## config.mk

```make
export PLATFORM = sky130hd
export DESIGN_NAME = mdio_reg_responder
export DESIGN_NICKNAME = d
export VERILOG_FILES = /design/src/rtl/mdio_resp_pkg.sv /design/src/rtl/mdio_edge_sync.sv /design/src/rtl/mdio_reg_bank.sv /design/src/rtl/mdio_frame_engine.sv /design/src/rtl/mdio_reg_responder.sv
export SDC_FILE = /design/constraint.sdc
export NUM_CORES = 1
export LEC_CHECK = 0
export CORE_MARGIN = 5
export CORE_UTILIZATION = 40
export CTS_CLUSTER_DIAMETER = 80
export DETAILED_ROUTE_END_ITERATION = 10
export DONT_BUFFER_PORTS = 1
export HOLD_SLACK_MARGIN = 0.06
export SKIP_LAST_GASP = 1
export SLEW_MARGIN = 0
export SYNTH_ARGS = -nofsm -noshare
export SYNTH_HDL_FRONTEND = slang
export SYNTH_SLANG_ARGS = --single-unit
```

## constraint.sdc

```tcl
create_clock -name clk -period 5.85 [get_ports clk]
set_input_delay 0.8775 -clock clk [delete_from_list [all_inputs] [get_ports clk]]
set_output_delay 0.8775 -clock clk [all_outputs]
set_load 0.01 [all_outputs]
```

## src/rtl/mdio_resp_pkg.sv

```systemverilog
package mdio_resp_pkg;

  typedef enum logic [1:0] {
    PH_IDLE  = 2'd0,
    PH_READ  = 2'd1,
    PH_WRITE = 2'd2
  } phase_e;

  // header field positions within the 16 bits following the sync run
  localparam int HDR_W    = 16;
  localparam int START_HI = 15;
  localparam int OPC_HI   = 13;
  localparam int REG_HI   = 6;
  localparam int REG_LO   = 2;
  localparam int TA_HI    = 1;

  localparam logic [1:0] START_CODE = 2'b01;
  localparam logic [1:0] OPC_WRITE  = 2'b01;
  localparam logic [1:0] OPC_READ   = 2'b10;
  localparam logic [1:0] TA_WRITE   = 2'b10;

  function automatic logic [15:0] reset_word(int idx);
    case (idx)
      2:       return 16'h0022;
      3:       return 16'h161A;
      default: return 16'h0000;
    endcase
  endfunction

endpackage

```

## src/rtl/mdio_edge_sync.sv

```systemverilog
module mdio_edge_sync #(
  parameter int STAGES = 2
) (
  input  logic clk,
  input  logic rst,
  input  logic mdc_in,
  input  logic data_in,
  input  logic en_in,
  output logic bit_stb,
  output logic bit_val
);
  localparam int LAST = STAGES - 1;

  logic [LAST:0] mdc_p, dat_p, en_p;
  logic          prev_q;

  always_ff @(posedge clk) begin
    if (rst) begin
      mdc_p  <= '0;
      dat_p  <= '0;
      en_p   <= '0;
      prev_q <= 1'b0;
    end else begin
      mdc_p  <= {mdc_p[LAST-1:0], mdc_in};
      dat_p  <= {dat_p[LAST-1:0], data_in};
      en_p   <= {en_p[LAST-1:0], en_in};
      prev_q <= mdc_p[LAST];
    end
  end

  assign bit_stb = mdc_p[LAST] & ~prev_q;
  assign bit_val = dat_p[LAST] & en_p[LAST];


  stb_single_chk: assert property (@(posedge clk) disable iff (rst)
    bit_stb |=> !bit_stb);

endmodule

```

## src/rtl/mdio_reg_bank.sv

```systemverilog
module mdio_reg_bank
  import mdio_resp_pkg::*;
#(
  parameter int DATA_W = 16,
  parameter int DEPTH  = 32,
  parameter int AW     = $clog2(DEPTH)
) (
  input  logic              clk,
  input  logic              rst,
  input  logic              we,
  input  logic [AW-1:0]     addr,
  input  logic [DATA_W-1:0] wdata,
  output logic [DATA_W-1:0] rdata
);
  logic [DATA_W-1:0] mem [DEPTH];

  always_ff @(posedge clk) begin
    if (rst) begin
      for (int i = 0; i < DEPTH; i++) mem[i] <= DATA_W'(reset_word(i));
    end else if (we) begin
      mem[addr] <= wdata;
    end
  end

  assign rdata = mem[addr];


  store_lands_chk: assert property (@(posedge clk) disable iff (rst)
    we |=> mem[$past(addr)] == $past(wdata));

endmodule

```

## src/rtl/mdio_frame_engine.sv

```systemverilog
module mdio_frame_engine
  import mdio_resp_pkg::*;
#(
  parameter int DATA_W  = 16,
  parameter int AW      = 5,
  parameter int FRAME_W = 2 * DATA_W
) (
  input  logic              clk,
  input  logic              rst,
  input  logic              bit_stb,
  input  logic              bit_val,
  input  logic [DATA_W-1:0] rd_data,
  output logic [AW-1:0]     reg_addr,
  output logic              wr_en,
  output logic [DATA_W-1:0] wr_data,
  output logic              resp_bit
);
  localparam int CNT_W = $clog2(FRAME_W + 1);

  logic [FRAME_W-1:0] sh_q, sh_n;
  logic [CNT_W-1:0]   cnt_q, cnt_t, cnt_n;
  logic               live_q, live_t, live_n;
  phase_e             ph_q, ph_n;
  logic [AW-1:0]      ra_q, ra_n;
  logic [DATA_W-1:0]  out_q, out_n;
  logic               resp_q, resp_n;
  logic               commit;

  always_comb begin
    sh_n   = {sh_q[FRAME_W-2:0], bit_val};
    live_t = live_q;
    cnt_t  = cnt_q;
    if (&sh_n) begin
      live_t = 1'b1;
      cnt_t  = CNT_W'(FRAME_W);
    end
    ph_n   = ph_q;
    ra_n   = ra_q;
    out_n  = out_q;
    resp_n = resp_q;
    commit = 1'b0;

    // header decode at the halfway count
    if (live_t && cnt_t == CNT_W'(HDR_W)) begin
      if (sh_n[START_HI -: 2] == START_CODE && sh_n[OPC_HI -: 2] == OPC_WRITE &&
          sh_n[TA_HI -: 2] == TA_WRITE)
        ph_n = PH_WRITE;
      else if (sh_n[START_HI -: 2] == START_CODE && sh_n[OPC_HI -: 2] == OPC_READ &&
               !sh_n[0])
        ph_n = PH_READ;
      else
        ph_n = PH_IDLE;
      if (ph_n != PH_IDLE) ra_n = AW'(sh_n[REG_HI:REG_LO]);
      if (ph_n == PH_READ) out_n = rd_data;
    end

    // data phase shift-out
    if ((!live_t || cnt_t < CNT_W'(HDR_W)) && ph_n == PH_READ) begin
      resp_n = out_n[DATA_W-1];
      out_n  = {out_n[DATA_W-2:0], 1'b0};
    end

    // end of frame
    if (live_t && cnt_t == '0 && ph_n != PH_IDLE) begin
      commit = (ph_n == PH_WRITE);
      ph_n   = PH_IDLE;
    end

    live_n = live_t;
    cnt_n  = cnt_t;
    if (live_t) begin
      if (cnt_t == '0) live_n = 1'b0;
      else             cnt_n  = cnt_t - 1'b1;
    end
  end

  always_ff @(posedge clk) begin
    if (rst) begin
      sh_q   <= '0;
      cnt_q  <= '0;
      live_q <= 1'b0;
      ph_q   <= PH_IDLE;
      ra_q   <= '0;
      out_q  <= '0;
      resp_q <= 1'b0;
    end else if (bit_stb) begin
      sh_q   <= sh_n;
      cnt_q  <= cnt_n;
      live_q <= live_n;
      ph_q   <= ph_n;
      ra_q   <= ra_n;
      out_q  <= out_n;
      resp_q <= resp_n;
    end
  end

  assign reg_addr = ra_n;
  assign wr_en    = bit_stb & commit;
  assign wr_data  = sh_n[DATA_W-1:0];
  assign resp_bit = resp_q;


  cnt_range_chk: assert property (@(posedge clk) disable iff (rst)
    cnt_q <= CNT_W'(FRAME_W));


  resp_only_read_chk: assert property (@(posedge clk) disable iff (rst)
    !$stable(resp_q) |-> $past(ph_q) == PH_READ);


  resp_on_edge_chk: assert property (@(posedge clk) disable iff (rst)
    !$stable(resp_q) |-> $past(bit_stb));

endmodule

```

## src/rtl/mdio_reg_responder.sv

```systemverilog
module mdio_reg_responder #(
  parameter int DATA_W      = 16,
  parameter int REG_COUNT   = 32,
  parameter int SYNC_STAGES = 2
) (
  input  logic clk,
  input  logic rst,
  input  logic mdc_in,
  input  logic md_host_data,
  input  logic md_host_en,
  output logic md_resp_data
);
  localparam int AW = $clog2(REG_COUNT);

  logic              bit_stb, bit_val, wr_en;
  logic [AW-1:0]     reg_addr;
  logic [DATA_W-1:0] rd_data, wr_data;

  mdio_edge_sync #(.STAGES(SYNC_STAGES)) sync_i (
    .clk(clk), .rst(rst), .mdc_in(mdc_in), .data_in(md_host_data),
    .en_in(md_host_en), .bit_stb(bit_stb), .bit_val(bit_val)
  );

  mdio_frame_engine #(.DATA_W(DATA_W), .AW(AW)) engine_i (
    .clk(clk), .rst(rst), .bit_stb(bit_stb), .bit_val(bit_val),
    .rd_data(rd_data), .reg_addr(reg_addr), .wr_en(wr_en),
    .wr_data(wr_data), .resp_bit(md_resp_data)
  );

  mdio_reg_bank #(.DATA_W(DATA_W), .DEPTH(REG_COUNT), .AW(AW)) bank_i (
    .clk(clk), .rst(rst), .we(wr_en), .addr(reg_addr),
    .wdata(wr_data), .rdata(rd_data)
  );

endmodule

```

* Yosys cells after proc, flatten, opt, wreduce, memory -nomap -nowiden
Memories as Yosys holds them, arrays and structs flattened.
Cells that the tools add are included.
** Operators by class
- Add/subtract/negate cells :: 1
- Order comparisons :: 1
- Equal/unequal tests :: 8
- Mux-type cells :: 28
- Bitwise gates (word level) :: 4
- Reduce and logical (&&, ||, !) cells :: 17
** Operators by type and width (count)
- 16-bit 2-to-1 mux :: 7
- 32-bit AND reduction :: 1
- 6-bit 2-to-1 mux :: 3
- 16-bit OR reduction :: 1
- 5-bit 2-to-1 mux :: 3
- 1-bit 2-to-1 mux :: 11
- 2-bit by 1-bit equality test with 1-bit output (second input constant) :: 4
- 1-bit logical AND :: 8
- 2-bit 2-to-1 mux :: 4
- 2-bit equality test (second input constant) :: 3
- 6-bit by 5-bit equality test with 1-bit output (second input constant) :: 1
- 6-bit zero test :: 1
- 6-bit by 5-bit less-than comparator with 1-bit output (second input constant) :: 1
- 6-bit by 1-bit subtractor with 6-bit output (second input constant) :: 1
- 2-bit nonzero test :: 2
- 1-bit bitwise AND :: 3
- 1-bit zero test :: 2
- 2-bit AND reduction :: 1
- 1-bit logical OR :: 1
- 1-bit NOT :: 1
** Storage, ports and cells
- Bits in registers :: 69
- RAM bits :: 512
- Bits of input ports :: 5
- Output and inout port bits :: 1
- Word-level logic and storage cells :: 71
- Memories :: 1
** Memories
- bank_i.mem :: depth 32, bits a word 16, rd ports 1, clocked after Yosys merged registers in 0, wr ports 32, RTL line mdio_reg_bank.sv:15 : logic [DATA_W-1:0] mem [DEPTH];

* Logic depth before layout (Yosys ltp)
- Depth after elaboration :: 16
- Depth in mapped cells :: 17
- Depth with buffers taken out :: 13

* Hierarchy
From an unflattened synthesis, not the netlist that was laid out.
** Second synthesis, totals
- Cells, all modules :: 2030
- Area, all modules :: 26721.9 um^2
** By module, submodules not included
- mdio_reg_bank :: instances 1, cells an instance 1701, area an instance 23548.8 um^2, seq. area each 15374.7 um^2
- mdio_frame_engine :: instances 1, cells an instance 313, area an instance 2976.6 um^2, seq. area each 1241.2 um^2
- mdio_edge_sync :: instances 1, cells an instance 16, area an instance 196.4 um^2, seq. area each 140.1 um^2

* Least setup slack after synthesis
OpenSTA, ideal clock, no wires.
- Path kind :: register to register
- Start :: register engine_i.sh_q[2]
- End :: memory bank_i.mem[11][0], enable pin
- Library setup time :: 0.411 ns
- Data arrival time :: 4.298 ns
- Required time :: 5.439 ns
- Path slack :: 1.141 ns
- Cell stages (with the launch flop) :: 15
- Buffers on the path :: 3
- Clock period less this slack :: 4.709 ns
- Path through :: dfxtp_1 buf_2 nand4_1 nor4_1 nand3_1 nand2_1 ha_1 and3b_1 nand2_1 or4_4 a2111oi_4 nand3_1 buf_6 clkbuf_1 o21ai_0
** RTL lines
- from (decl) :: RTL line mdio_frame_engine.sv:20 : logic [FRAME_W-1:0] sh_q, sh_n;
- from (signal assigned) :: RTL line mdio_frame_engine.sv:87 : sh_q <= sh_n;
- to (decl) :: RTL line mdio_reg_bank.sv:15

* Final worst setup path
- Start :: register engine_i.sh_q[1]
- End :: register engine_i.out_q[13]
** Between the ends
- Cells in the longest elaborated chain, start to end :: 9
- Elaborated cells on any way between the ends :: 17
- Those cells by class :: 1 x order compare; 2 x eq/ne; 8 x mux; 5 x reduce/logical; 1 x memory
** Ends and longest elaborated chain
- 32-bit AND reduction :: RTL line mdio_frame_engine.sv:33 : if (&sh_n) begin
- 6-bit 2-to-1 mux :: RTL line mdio_frame_engine.sv:33
- 6-bit by 5-bit equality test with 1-bit output :: RTL line mdio_frame_engine.sv:44 : if (live_t && cnt_t == CNT_W'(HDR_W)) begin
- 1-bit logical AND :: RTL line mdio_frame_engine.sv:44
- 5-bit 2-to-1 mux :: RTL line mdio_frame_engine.sv:44
- memory read 32 x 16 bit
- 16-bit 2-to-1 mux :: RTL line mdio_frame_engine.sv:54 : if (ph_n == PH_READ) out_n = rd_data;
- 16-bit 2-to-1 mux :: RTL line mdio_frame_engine.sv:44
- 16-bit 2-to-1 mux * :: RTL line mdio_frame_engine.sv:58 : if ((!live_t || cnt_t < CNT_W'(HDR_W)) && ph_n == PH_READ) begin
- to (signal assigned) :: RTL line mdio_frame_engine.sv:92 : out_q <= out_n;
- to (decl) :: RTL line mdio_frame_engine.sv:25 : logic [DATA_W-1:0] out_q, out_n;
Mark *: on every way between the ends. The rest lies on a longest branch, timed or not.
A chain may end at the register's enable or synchronous reset.

==> results_dict.tcl <==
set metrics [dict create \
    crit_required_ns 6.31 \
    avgRoutedWirePerCell_um 26.5 \
    ctsHoldBuffers 0 \
    gp_congestion 0.932 \
    hold_path.class "input pin to flop" \
    fin_crit_ns 5.29 \
    status "finished, final reports clean" \
    wl_mm 83.7 \
    drc 0 \
    rsz0062_at_grt "false" \
    clk_latency_ns 0.63 \
    peakVddDrop_v 0.000209 \
    finClkSkew_ns 0.0171 \
    grt_pass1_wl_mm 124 \
    drv_cap 0 \
    synth_cell_types 60 \
    endpoint_kind "flop" \
    synthesis.area_mm2 0.0271 \
    grt_overflow 0 \
    vias 18900 \
    cts-root-buf "clkbuf_16" \
    hpwl_mm 50.9 \
    yosys_warnings 0 \
    grt_pass1_vias 18200 \
    cts.clk_slew.worst_paths_ns 0.06 \
    syn_nets 2317 \
    ys_seq_area_frac 0.618 \
    layout.cells.most_common "edfxtp_1" \
    ant_nets 0 \
    start_util 0.404 \
    drive_above_1_share 0.103 \
    drt-initial-drc-count 2156 \
    nets 2237 \
    finalMaxSlewViolations 0 \
    grt_max_degree 104 \
    ys_seq_elements 581 \
    cp.arrival_ns 5.75 \
    antenna_found_initial 8 \
    synth_cells 2310 \
    fp-row-count 95 \
    use_met2 0.356 \
    cts_tree "yes" \
    final_cells 3155 \
    dr.pass1.iters 6 \
    use_met3 0.0446 \
    cp_cell_sequence "nand4_1 > nor4_1 > nand3_1 > nand2_1 > ha_1 > and3b_1 > and4_1 > nand2_2 > mux2_8 > buf_4 > o32ai_1 > nor4_1 > a21oi_1" \
    power_density_mw_per_mm2 291 \
    core-area_mm2 0.0672 \
    busiest_layer "met2" \
    die_h_um 270 \
    p_leak_nw 10.7 \
    slowest_delay_ns 0.91 \
    start_kind "flop" \
    maxSlewHeadroom 0.139 \
    post-route-period-util 0.904 \
    critical_path.max_fanout 70 \
    post_cts_resized 0 \
    hold_violations 0 \
    synth_area_per_cell_um2 11.7 \
    path_delay_family "simple AND/OR/NAND/NOR gates" \
    io_pins 6 \
    grt_usage 0.223 \
    placedCellCount 3040 \
    die_area_mm2 0.0731 \
    die_x_um 270 \
    htreeDepth 2 \
    finalSetupTns_ns 0 \
    async_flop_share 0 \
    cts_buffers 61 \
    cts_max_path_buffers 3 \
    worstMarginPinSlew_ns 1.28 \
    synthFlopType "edfxtp_1" \
    cts.sinks 581 \
    area_growth_pct 11.0 \
    port_buffers 0 \
    gr-usage-met1 0.304 \
    post_cts_buffers 0 \
    setup_viol 0 \
    timing.fmax_ghz 0.189 \
    critPathKind "flop to flop" \
    cp_common_cell "nor4_1" \
    layout_common_cells "512 x edfxtp_1, 442 x and2_1, 216 x nand2_1" \
    slowest_stage "nor4_1" \
    critPathBufInv 1 \
    routed_via_density 5.98 \
    synth-edff-count 512 \
]
## per-layer routing
| layer | up-vias | wire length (um) | share of wire |
|---|---|---|---|
| li1 | 8316 | - | - |
| met3 | 180 | 7370 | 0.088 |
| met1 | 9453 | 34100 | 0.41 |
| met5 | - | 0 | 0 |
| met2 | 913 | 38800 | 0.46 |
| met4 | 0 | 3460 | 0.041 |
## path summary, 6_finish.rpt
check             slack, ns             start  cells after the start                 end
hold / removal         0.32               rst                      1      sync_i.en_p[1]
setup reg to reg       0.56  engine_i.sh_q[1]                     13  engine_i.out_q[13]
setup / recovery       0.56  engine_i.sh_q[1]                     13  engine_i.out_q[13]
hold reg to reg        0.43   sync_i.dat_p[0]                      1     sync_i.dat_p[1]
## synthesized netlist by cell type (2+ instances only)
cell / instances / area (um^2)
buf_1: 11 / 41.3
mux2i_1: 91 / 911
or3_1: 8 / 50.1
o32ai_1: 13 / 114
nor3_1: 88 / 440
nor3b_1: 2 / 15.0
and3_1: 65 / 407
o2111ai_1: 11 / 96.3
ha_1: 2 / 25.0
a41oi_1: 3 / 26.3
clkbuf_1: 168 / 631
a311oi_1: 64 / 561
nand2_1: 217 / 815
nor2_1: 44 / 165
nand3_1: 45 / 225
nand4_1: 7 / 43.8
or2_2: 5 / 31.3
clkbuf_2: 25 / 125
o22ai_1: 6 / 37.5
nor2b_1: 11 / 68.8
a21oi_1: 50 / 250
buf_6: 4 / 45.0
a211o_1: 40 / 350
inv_1: 5 / 18.8
nor4_1: 23 / 144
nand3_2: 3 / 30.0
mux2_2: 4 / 45.0
nand2b_1: 9 / 56.3
edfxtp_1: 512 / 15400
dfxtp_1: 69 / 1380
buf_2: 34 / 170
a22oi_1: 4 / 30.0
o21ai_0: 87 / 435
nand3b_1: 2 / 15.0
nor2_4: 16 / 180
o221ai_1: 29 / 254
and2_1: 442 / 2770
a211oi_1: 69 / 518
## metrics by stage
stage	total power, mW	utilization	instance area [um^2]	hold WS, ns	setup slack, ns
finish	8.75	0.448	30100	0.320	0.559
global route	8.98	0.448	30100	0.296	0.330
CTS	8.79	0.448	30100	0.290	0.652
detailed placement	5.11	0.420	28200	0.424	0.677
global placement	5.10	0.420	28200	0.437	0.734
floorplan	4.96	-	27100	0.414	1.14
## kinds of logic (layout without fill, tap and decap cells)
group,after synthesis,after routing,share of synthesized area
AOI/OAI and AO/OA,388,388,0.103
adders and majority gates,2,2,0.000923
buffers and inverters,247,217,0.0380
DFF,581,581,0.618
muxes,96,96,0.0358
other,0,2,0
and+or+nand+nor,996,996,0.204
## power breakdown
group,total [mW],internal (mW),switching (mW)
Combinational,0.373,0.107,0.266
Clock,3.72,2.09,1.63
Sequential,4.65,4.62,0.0364
## area by class of cell
| cell class | count | area [um^2] |
|---|---|---|
| Inverter | 5 | 18.8 |
| Timing Repair Buffer | 99 | 831 |
| Multi-Input combinational cell | 1482 | 9510 |
| Antenna cell | 2 | 5.00 |
| Sequential cell | 581 | 16800 |
| Clock inverter | 35 | 267 |
| Fill cell | 6063 | 37100 |
| Clock buffer | 78 | 1600 |
| Tap cell | 873 | 1090 |
## registers in the layout (all words and copies together), names as in the netlist
signal and count:
engine_i.resp_bit 1, sync_i.en_p 2, sync_i.mdc_p 2, engine_i.cnt_q 6, engine_i.sh_q 31, engine_i.out_q 16, engine_i.ra_q 5, sync_i.dat_p 2
engine_i.ph_q 2, engine_i.live_q 1, sync_i.prev_q 1, bank_i.mem 512
(Power assumes the default switching activity.)
